<file path="src/rtl/aesb_pkg.sv">
package aesb_pkg;
  localparam int NBYTES  = 16;
  localparam int NCOLS   = 4;
  localparam int NROUNDS = 10;
  localparam int IDX_W   = $clog2(NBYTES);
  localparam int RND_W   = $clog2(NROUNDS + 1);

  typedef enum logic [2:0] {
    PH_IDLE, PH_SUBKEY, PH_SHIFT, PH_MIX, PH_LASTKEY, PH_DONE
  } phase_t;

  function automatic logic [7:0] xtime(input logic [7:0] a);
    return {a[6:0], 1'b0} ^ (a[7] ? 8'h1b : 8'h00);
  endfunction

  function automatic logic [7:0] gmul(input logic [7:0] a, input logic [7:0] b);
    logic [7:0] acc, p;
    acc = 8'h00;
    p   = a;
    for (int i = 0; i < 8; i++) begin
      if (b[i]) acc = acc ^ p;
      p = xtime(p);
    end
    return acc;
  endfunction

  // multiplicative inverse as a^254 (maps 0 to 0)
  function automatic logic [7:0] ginv(input logic [7:0] a);
    logic [7:0] r, p;
    r = 8'h01;
    p = a;
    for (int k = 1; k < 8; k++) begin
      p = gmul(p, p);
      r = gmul(r, p);
    end
    return r;
  endfunction

  function automatic logic [7:0] rotl8(input logic [7:0] a, input int n);
    return (a << n) | (a >> (8 - n));
  endfunction

  function automatic logic [7:0] sbox(input logic [7:0] a);
    logic [7:0] b;
    b = ginv(a);
    return b ^ rotl8(b, 1) ^ rotl8(b, 2) ^ rotl8(b, 3) ^ rotl8(b, 4) ^ 8'h63;
  endfunction

  // column packed as {row3,row2,row1,row0}
  function automatic logic [31:0] mix_col(input logic [31:0] c);
    logic [7:0] a0, a1, a2, a3;
    a0 = c[7:0]; a1 = c[15:8]; a2 = c[23:16]; a3 = c[31:24];
    return {xtime(a0) ^ a0 ^ a1 ^ a2 ^ xtime(a3),
            a0 ^ a1 ^ xtime(a2) ^ xtime(a3) ^ a3,
            a0 ^ xtime(a1) ^ xtime(a2) ^ a2 ^ a3,
            xtime(a0) ^ xtime(a1) ^ a1 ^ a2 ^ a3};
  endfunction
endpackage

</file>
<file path="src/rtl/aesb_ctrl.sv">
module aesb_ctrl
  import aesb_pkg::*;
#(
  parameter int ROUNDS = NROUNDS
) (
  input  logic             clk,
  input  logic             rst,
  input  logic             go,
  output phase_t           phase,
  output logic [IDX_W-1:0] idx,
  output logic [RND_W-1:0] rnd,
  output logic             ev_start,
  output logic             done
);
  localparam int RUN_CYCLES = ROUNDS * (NBYTES + 1) + (ROUNDS - 1) * NCOLS + NBYTES;
  localparam int CW = $clog2(RUN_CYCLES + 2);

  logic ev_last_byte, ev_last_col, ev_final_rnd, busy;

  assign ev_start     = (phase == PH_IDLE) && go;
  assign ev_last_byte = (idx == IDX_W'(NBYTES - 1));
  assign ev_last_col  = (idx == IDX_W'(NCOLS - 1));
  assign ev_final_rnd = (rnd == RND_W'(ROUNDS));
  assign busy         = (phase != PH_IDLE) && (phase != PH_DONE);
  assign done         = (phase == PH_DONE);

  always_ff @(posedge clk or posedge rst) begin
    if (rst) begin
      phase <= PH_IDLE;
      idx   <= '0;
      rnd   <= '0;
    end else if (phase != PH_IDLE && !go) begin
      phase <= PH_IDLE;
      idx   <= '0;
      rnd   <= '0;
    end else begin
      case (phase)
        PH_IDLE: if (go) begin
          phase <= PH_SUBKEY;
          idx   <= '0;
          rnd   <= RND_W'(1);
        end
        PH_SUBKEY: begin
          idx <= idx + 1'b1;
          if (ev_last_byte) phase <= PH_SHIFT;
        end
        PH_SHIFT: begin
          idx   <= '0;
          phase <= ev_final_rnd ? PH_LASTKEY : PH_MIX;
        end
        PH_MIX: if (ev_last_col) begin
          idx   <= '0;
          rnd   <= rnd + 1'b1;
          phase <= PH_SUBKEY;
        end else begin
          idx <= idx + 1'b1;
        end
        PH_LASTKEY: begin
          idx <= idx + 1'b1;
          if (ev_last_byte) phase <= PH_DONE;
        end
        PH_DONE: ;
        default: phase <= PH_IDLE;
      endcase
    end
  end

  // cycle counter used only by the run-length check
  logic [CW-1:0] run_cnt;
  always_ff @(posedge clk or posedge rst) begin
    if (rst)           run_cnt <= '0;
    else if (ev_start) run_cnt <= '0;
    else if (busy)     run_cnt <= run_cnt + 1'b1;
  end


  run_length_chk: assert property (@(posedge clk) disable iff (rst)
    $rose(done) |-> run_cnt == CW'(RUN_CYCLES));
endmodule

</file>
<file path="src/rtl/aesb_state.sv">
module aesb_state
  import aesb_pkg::*;
(
  input  logic             clk,
  input  logic             rst,
  input  phase_t           phase,
  input  logic [IDX_W-1:0] idx,
  input  logic             ld_we,
  input  logic [IDX_W-1:0] ld_idx,
  input  logic [7:0]       ld_data,
  input  logic [7:0]       rk_byte,
  input  logic [IDX_W-1:0] rd_idx,
  output logic [7:0]       rd_byte
);
  logic [7:0]  st      [NBYTES];
  logic [7:0]  shifted [NBYTES];
  logic [7:0]  sub_out, key_out;
  logic [31:0] mix_in, mix_out;
  logic [1:0]  col;
  logic [8*NBYTES-1:0] st_flat;

  assign col     = idx[1:0];
  assign key_out = st[idx] ^ rk_byte;
  assign sub_out = sbox(key_out);
  assign mix_in  = {st[{col, 2'd3}], st[{col, 2'd2}], st[{col, 2'd1}], st[{col, 2'd0}]};
  assign mix_out = mix_col(mix_in);
  assign rd_byte = st[rd_idx];

  // row r rotates left by r columns
  always_comb begin
    for (int c = 0; c < NCOLS; c++)
      for (int r = 0; r < 4; r++)
        shifted[r + 4 * c] = st[r + 4 * ((c + r) % NCOLS)];
  end

  genvar g;
  generate
    for (g = 0; g < NBYTES; g++) begin : g_flat
      assign st_flat[8*g +: 8] = st[g];
    end
  endgenerate

  always_ff @(posedge clk or posedge rst) begin
    if (rst) begin
      for (int i = 0; i < NBYTES; i++) st[i] <= 8'h00;
    end else begin
      case (phase)
        PH_IDLE:    if (ld_we) st[ld_idx] <= ld_data;
        PH_SUBKEY:  st[idx] <= sub_out;
        PH_SHIFT:   for (int i = 0; i < NBYTES; i++) st[i] <= shifted[i];
        PH_MIX:     for (int j = 0; j < 4; j++) st[{col, 2'(j)}] <= mix_out[8*j +: 8];
        PH_LASTKEY: st[idx] <= key_out;
        default: ;
      endcase
    end
  end


  idle_hold_chk: assert property (@(posedge clk) disable iff (rst)
    (phase == PH_IDLE && !ld_we) |=> $stable(st_flat));
endmodule

</file>
<file path="src/rtl/aesb_rdport.sv">
module aesb_rdport
  import aesb_pkg::*;
(
  input  logic             clk,
  input  logic             rst,
  input  logic [4:0]       addr,
  output logic [IDX_W-1:0] rd_idx,
  input  logic [7:0]       rd_byte,
  output logic [7:0]       dout
);
  logic [4:0] addr_q;
  logic       ev_out_of_range;

  assign rd_idx          = addr_q[IDX_W-1:0];
  assign ev_out_of_range = addr_q[4];

  always_ff @(posedge clk or posedge rst) begin
    if (rst) begin
      addr_q <= '0;
      dout   <= 8'h00;
    end else begin
      addr_q <= addr;
      dout   <= ev_out_of_range ? 8'h00 : rd_byte;
    end
  end


  high_addr_zero_chk: assert property (@(posedge clk) disable iff (rst)
    ($past(addr) >= 5'd16) |=> dout == 8'h00);
endmodule

</file>
<file path="src/rtl/aes_byte_encryptor.sv">
module aes_byte_encryptor
  import aesb_pkg::*;
#(
  parameter int ROUNDS = NROUNDS,
  parameter int RK_AW  = $clog2((NROUNDS + 1) * NBYTES)
) (
  input  logic             clk,
  input  logic             rst,
  input  logic             ld_en,
  input  logic [7:0]       ld_data,
  input  logic [4:0]       byte_addr,
  input  logic             go,
  output logic [RK_AW-1:0] rk_addr,
  input  logic [7:0]       rk_data,
  output logic             done,
  output logic [7:0]       ct_byte
);
  localparam int RK_ENTRIES = (ROUNDS + 1) * NBYTES;

  phase_t           phase;
  logic [IDX_W-1:0] idx, rd_idx;
  logic [RND_W-1:0] rnd;
  logic             ev_start, ld_we, key_phase;
  logic [7:0]       rd_byte;
  logic [RND_W-1:0] key_rnd;

  assign ld_we     = ld_en && (phase == PH_IDLE) && !byte_addr[4];
  assign key_phase = (phase == PH_SUBKEY) || (phase == PH_LASTKEY);
  assign key_rnd   = (phase == PH_LASTKEY) ? RND_W'(ROUNDS) : rnd - 1'b1;
  assign rk_addr   = key_phase ? RK_AW'({key_rnd, idx}) : '0;

  aesb_ctrl #(.ROUNDS(ROUNDS)) u_ctrl (
    .clk(clk), .rst(rst), .go(go), .phase(phase), .idx(idx), .rnd(rnd),
    .ev_start(ev_start), .done(done)
  );

  aesb_state u_state (
    .clk(clk), .rst(rst), .phase(phase), .idx(idx), .ld_we(ld_we),
    .ld_idx(byte_addr[IDX_W-1:0]), .ld_data(ld_data), .rk_byte(rk_data),
    .rd_idx(rd_idx), .rd_byte(rd_byte)
  );

  aesb_rdport u_rd (
    .clk(clk), .rst(rst), .addr(byte_addr), .rd_idx(rd_idx),
    .rd_byte(rd_byte), .dout(ct_byte)
  );


  done_hold_chk: assert property (@(posedge clk) disable iff (rst)
    (done && go) |=> done);


  go_drop_chk: assert property (@(posedge clk) disable iff (rst)
    !go |=> !done);


  rk_range_chk: assert property (@(posedge clk) disable iff (rst)
    32'(rk_addr) < RK_ENTRIES);
endmodule

</file>
<file path="config.mk">
export PLATFORM = sky130hd
export DESIGN_NAME = aes_byte_encryptor
export DESIGN_NICKNAME = d
export VERILOG_FILES = /design/src/rtl/aesb_pkg.sv /design/src/rtl/aesb_ctrl.sv /design/src/rtl/aesb_state.sv /design/src/rtl/aesb_rdport.sv /design/src/rtl/aes_byte_encryptor.sv
export SDC_FILE = /design/constraint.sdc
export NUM_CORES = 2
export LEC_CHECK = 0
export BUFFER_PORTS_ARGS = -buffer_cell sky130_fd_sc_hd__buf_2
export CORE_UTILIZATION = 55
export DETAILED_ROUTE_END_ITERATION = 10
export PLACE_DENSITY_LB_ADDON = 0.08
export SETUP_SLACK_MARGIN = 0.5
export SYNTH_ARGS = -nofsm -noshare
export SYNTH_HDL_FRONTEND = slang
export SYNTH_HIERARCHICAL = 1
export SYNTH_SLANG_ARGS = --single-unit
</file>
<file path="constraint.sdc">
create_clock -name clk -period 33.8 [get_ports clk]
set_input_delay 5.07 -clock clk [delete_from_list [all_inputs] [get_ports clk]]
set_output_delay 5.07 -clock clk [all_outputs]
set_load 0.01 [all_outputs]
</file>
== Word-level counts from Yosys, hierarchy flattened ==
Index checks and enable logic that the tools add are counted.

* Bits in registers: 152
* Bits in latches: 0
* Bits in writable memories: 0
* Bits in read-only memories: 0
* Output and inout bits: 17
* Logic and storage cells: 566
* Memories kept: 0

* $add $sub $neg: 3
* Multiply operators: 0
* Div/mod/pow operators: 0
* $lt $le $gt $ge: 13
* Equality and inequality tests: 14
* Shifts and indexed selects: 0
* Multiplexer cells: 264
* Bitwise operators: 227
* Reduce and logical (&&, ||, !) cells: 24

{| class="wikitable"
|+ Operators with widths
! kind !! number
|-
| 8-bit XOR || 207
|-
| 8-bit two-way mux || 125
|-
| 128-bit bitwise mux || 7
|-
| 128-bit one-hot mux with 5 select lines || 1
|-
| 5-bit two-way mux || 96
|-
| 8-bit binary-select mux with 4-bit select || 6
|-
| 8-bit demux with 4-bit select || 6
|-
| 128-bit two-way mux || 1
|-
| 5-bit >= comparator, second input constant || 7
|-
| 4-bit inverter with 5-bit output || 7
|-
| 4-bit two-way mux || 8
|-
| 5-bit by 1-bit < comparator with 1-bit output, second input constant || 6
|-
| 3-bit two-way mux || 7
|-
| 3-bit one-hot mux with 6 select lines || 1
|-
| 4-bit one-hot mux with 4 select lines || 1
|-
| 5-bit nonzero test || 2
|-
| 1-bit logical AND || 9
|-
| 3-bit by 1-bit != test with 1-bit output, second input constant || 3
|-
| 4-bit by 1-bit adder with 4-bit output, second input constant || 2
|-
| 4-bit == test, second input constant || 2
|-
| 8-bit by 1-bit OR with 8-bit output || 1
|-
| 8-bit by 2-bit OR with 8-bit output || 1
|-
| 8-bit by 3-bit OR with 8-bit output || 1
|-
| 8-bit by 4-bit OR with 8-bit output || 1
|-
| other kinds (25) || 37
|}

== Depth between registers and ports, before layout ==
* Word-level depth: 140
* Mapped depth: 77
* Mapped depth without buffers: 63

== Hierarchy ==
The synthesis kept the hierarchy.

{| class="wikitable"
|+ By module, submodules not included
! module !! instances !! cells each !! area an instance (um^2) !! sequential area each (um^2)
|-
| aesb_state || 1 || 4031 || 30152.7 || 3203.1
|-
| aesb_ctrl || 1 || 82 || 730.7 || 275.3
|-
| aesb_rdport || 1 || 26 || 409.1 || 325.3
|-
| aes_byte_encryptor || 1 || 21 || 136.4 || 0.0
|}

== Least setup slack after synthesis ==
No wires, ideal clock.

* Kind: input -> register
* Start: in rk_data[7]
* End: reg (tool-made name)
* Library setup time: 121 ps
* Arrival: 21157 ps
* Data required time: 33679 ps
* Path slack: 12522 ps
* Stages on the path: 67
* Path through: or4_1 -> and4_1 -> buf_2 -> inv_2 -> buf_2 -> buf_1 -> ha_1 -> xnor2_1 -> and3_1 -> o21a_1 -> o2111a_1 -> or4_4 -> xnor2_4 -> xnor2_2 -> buf_4 -> xnor2_1 -> xnor2_1 -> ha_1 -> [31 not listed] -> a21oi_1 -> a21oi_1 -> xor3_1 -> and3_1 -> buf_2 -> nor2_4 -> xnor3_2 -> xor3_1 -> nor2_1 -> xor2_1 -> xnor2_1 -> xor3_2 -> xor2_2 -> xor2_2 -> xnor2_2 -> buf_2 -> a21oi_1 -> o22a_1

{| class="wikitable"
|+ RTL lines
! item !! RTL line !! text
|-
| from (decl) || aes_byte_encryptor.sv:14 || <nowiki>input logic [7:0] rk_data,</nowiki>
|}

==> results_dict.tcl <==
set metrics [dict create \
    drtPass1Iterations 7 \
    crit_type "in -> reg" \
    rsz0062_at_grt "false" \
    drc 0 \
    post_drt_via_cell_ratio 6.856 \
    finalWirelength_um 120900 \
    avgSynthCellArea_um2 7.555 \
    wire_per_inst_um 25.26 \
    grt_start_max_net_pins 72 \
    synth_top_area_share_pct 12.85 \
    reg2reg_setup_slack_ns 12.54 \
    fin_area_um2 33030 \
    cts_num_sinks 152 \
    syn_area_um2 31430 \
    yosysUniqueCellTypes 106 \
    setup_ws_ns 9.675 \
    ys_seq_area_share_pct 12.10 \
    yosys_register_bits 152 \
    start_kind "input pin" \
    async_flop_share_pct 100.0 \
    grt_pass1_vias 29750 \
    die_w_um 241.0 \
    final_util_pct 58.58 \
    grt_pass1_wl_um 182200 \
    crit_path_max_fanout 28 \
    synth_ff_type "dfrtp_1" \
    dieArea_um2 58100 \
    drtIter0Drc 4774 \
    initial_core_util_pct 55.74 \
    die_y_um 241.0 \
    synth_top_area_cell "xnor2_1" \
    worstPathRequired_ns 34.16 \
    hp-class "reg -> reg" \
    dr_total_vias 32830 \
    maxSlewHeadroom_pct 10.60 \
    grt_overflow 0 \
    drtAntennaViolNets 0 \
    holdBufCountCts 0 \
    io_buffers 41 \
    final.setup.tns_ns 0 \
    gp_congestion 1.059 \
    ys_warn_count 6 \
    synth-edff-count 0 \
    num_io_pins 42 \
    post_dp_cell_area_um2 32420 \
    cts_root_buf "clkbuf_16" \
    crit_path_max_incr_delay_ns 0.92 \
    yosys-top-cells-area "xnor2_1 (13%), dfrtp_1 (12%), a21oi_1 (8.4%)" \
    final_nets 4052 \
    postSynthCellCount 4160 \
    post_cts_buffers 0 \
    timing_hold_violations_final 0 \
    status "complete, no violations" \
    dpl_worst_slack_ns 9.583 \
    numCtsBuffers 17 \
    finalClockSkew_ns 0.01710 \
    grt_antenna_before_repair 4 \
    setup_violations 0 \
    worstPathArrival_ns 24.48 \
    tightestPinTransition_ns 1.331 \
    crit_top_cell "xnor2_1" \
    coreArea_um2 56390 \
    endpoint_kind "flop" \
    syn_to_final_growth_pct 5.100 \
    track_usage_pct 40.87 \
    finalMaxSlewViolations 0 \
    drive_gt1_share_pct 11.91 \
    maxCapViolCount 0 \
    path_clk_slew_ns 0.08 \
    rows 87 \
    clock.fmax_mhz 41.45 \
    cts_tree "built" \
    min_period_over_period_pct 71.38 \
    cts-resized-gates 0 \
    cts-htree-levels 4 \
    fin_crit_ns 24.13 \
    clockBufferDepth 2 \
    crit_path_top_delay_cell "xnor2_2" \
    clk_latency_ns 0.48 \
    hpwl_um 83050 \
    synth_nets 4196 \
]
cell families after synthesis:
logic type / after synthesis / share of synthesized area, %
adders and majority gates: 17 / 0.6290
muxes: 178 / 9.252
DFF: 152 / 12.10
buffers and inverters: 412 / 5.458
and+or+nand+nor: 1338 / 18.45
AOI/OAI and AO/OA: 1311 / 27.01
xor gates and xnor gates: 752 / 27.10
critical path, delay by kind of cell:
family	cells	cell delay (ns)
xor+xnor	21	6.75
mux	2	0.66
buf+inv	8	2.71
fa+ha+maj	4	2.13
compound gates	15	3.76
simple gates	13	3.35
layer usage:
metal	up-vias	share of wire, %	global-route usage, %
met2	2293	41	58.39
li1	14730	-	-
met3	441	14	12.99
met1	15360	40	55.80
met5	-	0.014	0.5892
met4	2	5.0	18.51
synthesized netlist by cell type, types with 21 or more instances:
library cell  number
clkbuf_1         223
o22ai_1           36
mux2i_1           79
o21ai_0          171
buf_2             45
a221oi_1          71
a211oi_1          61
and2_1            21
a31o_2            24
o211ai_1          24
nor2_1           499
dfrtp_1          152
xnor2_1          461
nor3_1           145
nor2b_1           27
nand2_1          454
mux4_2            89
buf_1             44
a31oi_1           26
inv_1             69
a21oi_1          525
a21o_1            73
o21ai_1           34
nand3_1           67
xor2_1           136
xnor3_1           77
a221o_1           53
xnor2_2           32
a22oi_1           36
worst paths after layout:
check	cells past startpoint	startpoint	to
setup / recovery	63	rk_data[7]	flop
hold / removal	1	u_rd/addr_q[4]	u_rd/dout[2]
setup reg to reg	66	u_ctrl/idx[0]	flop
hold reg to reg	1	u_rd/addr_q[4]	u_rd/dout[2]
max in group asynchronous	3	rst	asynchronous set/reset pin
min in group asynchronous	2	rst	u_ctrl/rnd[1]
through the flow:
stage                     hold slack, ns  std cells
after detailed placement          0.5668       4753
after CTS                         0.5746       4785
after global routing              0.5967       4788
after global placement            0.5500       4753
after floorplan                   0.4997       4160
final                             0.5662       4788
layout by cell type, fill, tap and decap left out, types with 18 or more instances in the layout:
| master | n |
|---|---|
| a21o_1 | 73 |
| o21ai_1 | 31 |
| xnor2_1 | 443 |
| o22a_1 | 20 |
| nand2_1 | 452 |
| nor2_1 | 497 |
| nor3_1 | 141 |
| dfrtp_1 | 147 |
| nor2b_1 | 25 |
| xor2_1 | 131 |
| a221o_1 | 53 |
| a221oi_1 | 71 |
| a31o_2 | 24 |
| o211ai_1 | 24 |
| xnor2_2 | 49 |
| nand3_1 | 67 |
| buf_2 | 41 |
| and2_1 | 20 |
| a21oi_1 | 525 |
| nand2b_1 | 19 |
| xnor3_1 | 77 |
| mux4_2 | 89 |
| inv_1 | 68 |
| and3_1 | 20 |
| buf_4 | 130 |
| or3_1 | 18 |
| o22ai_1 | 36 |
| o21ai_0 | 171 |
| a22oi_1 | 36 |
| a31oi_1 | 26 |
| a211oi_1 | 61 |
| mux2i_1 | 79 |
final cells by class:
cell class	instances	area (um2)
multi-input combinational	3596	26180
fill	5348	23350
sequential	152	3812
timing repair buffer	171	1181
tap	756	945.9
clock buffer	17	425.4
inverter	78	297.8
clock inverter	15	182.7
antenna	3	7.507
Power is left out: the tool's default activity adds up to more than one toggle a clock period on the data nets, which glitch-free logic cannot reach.
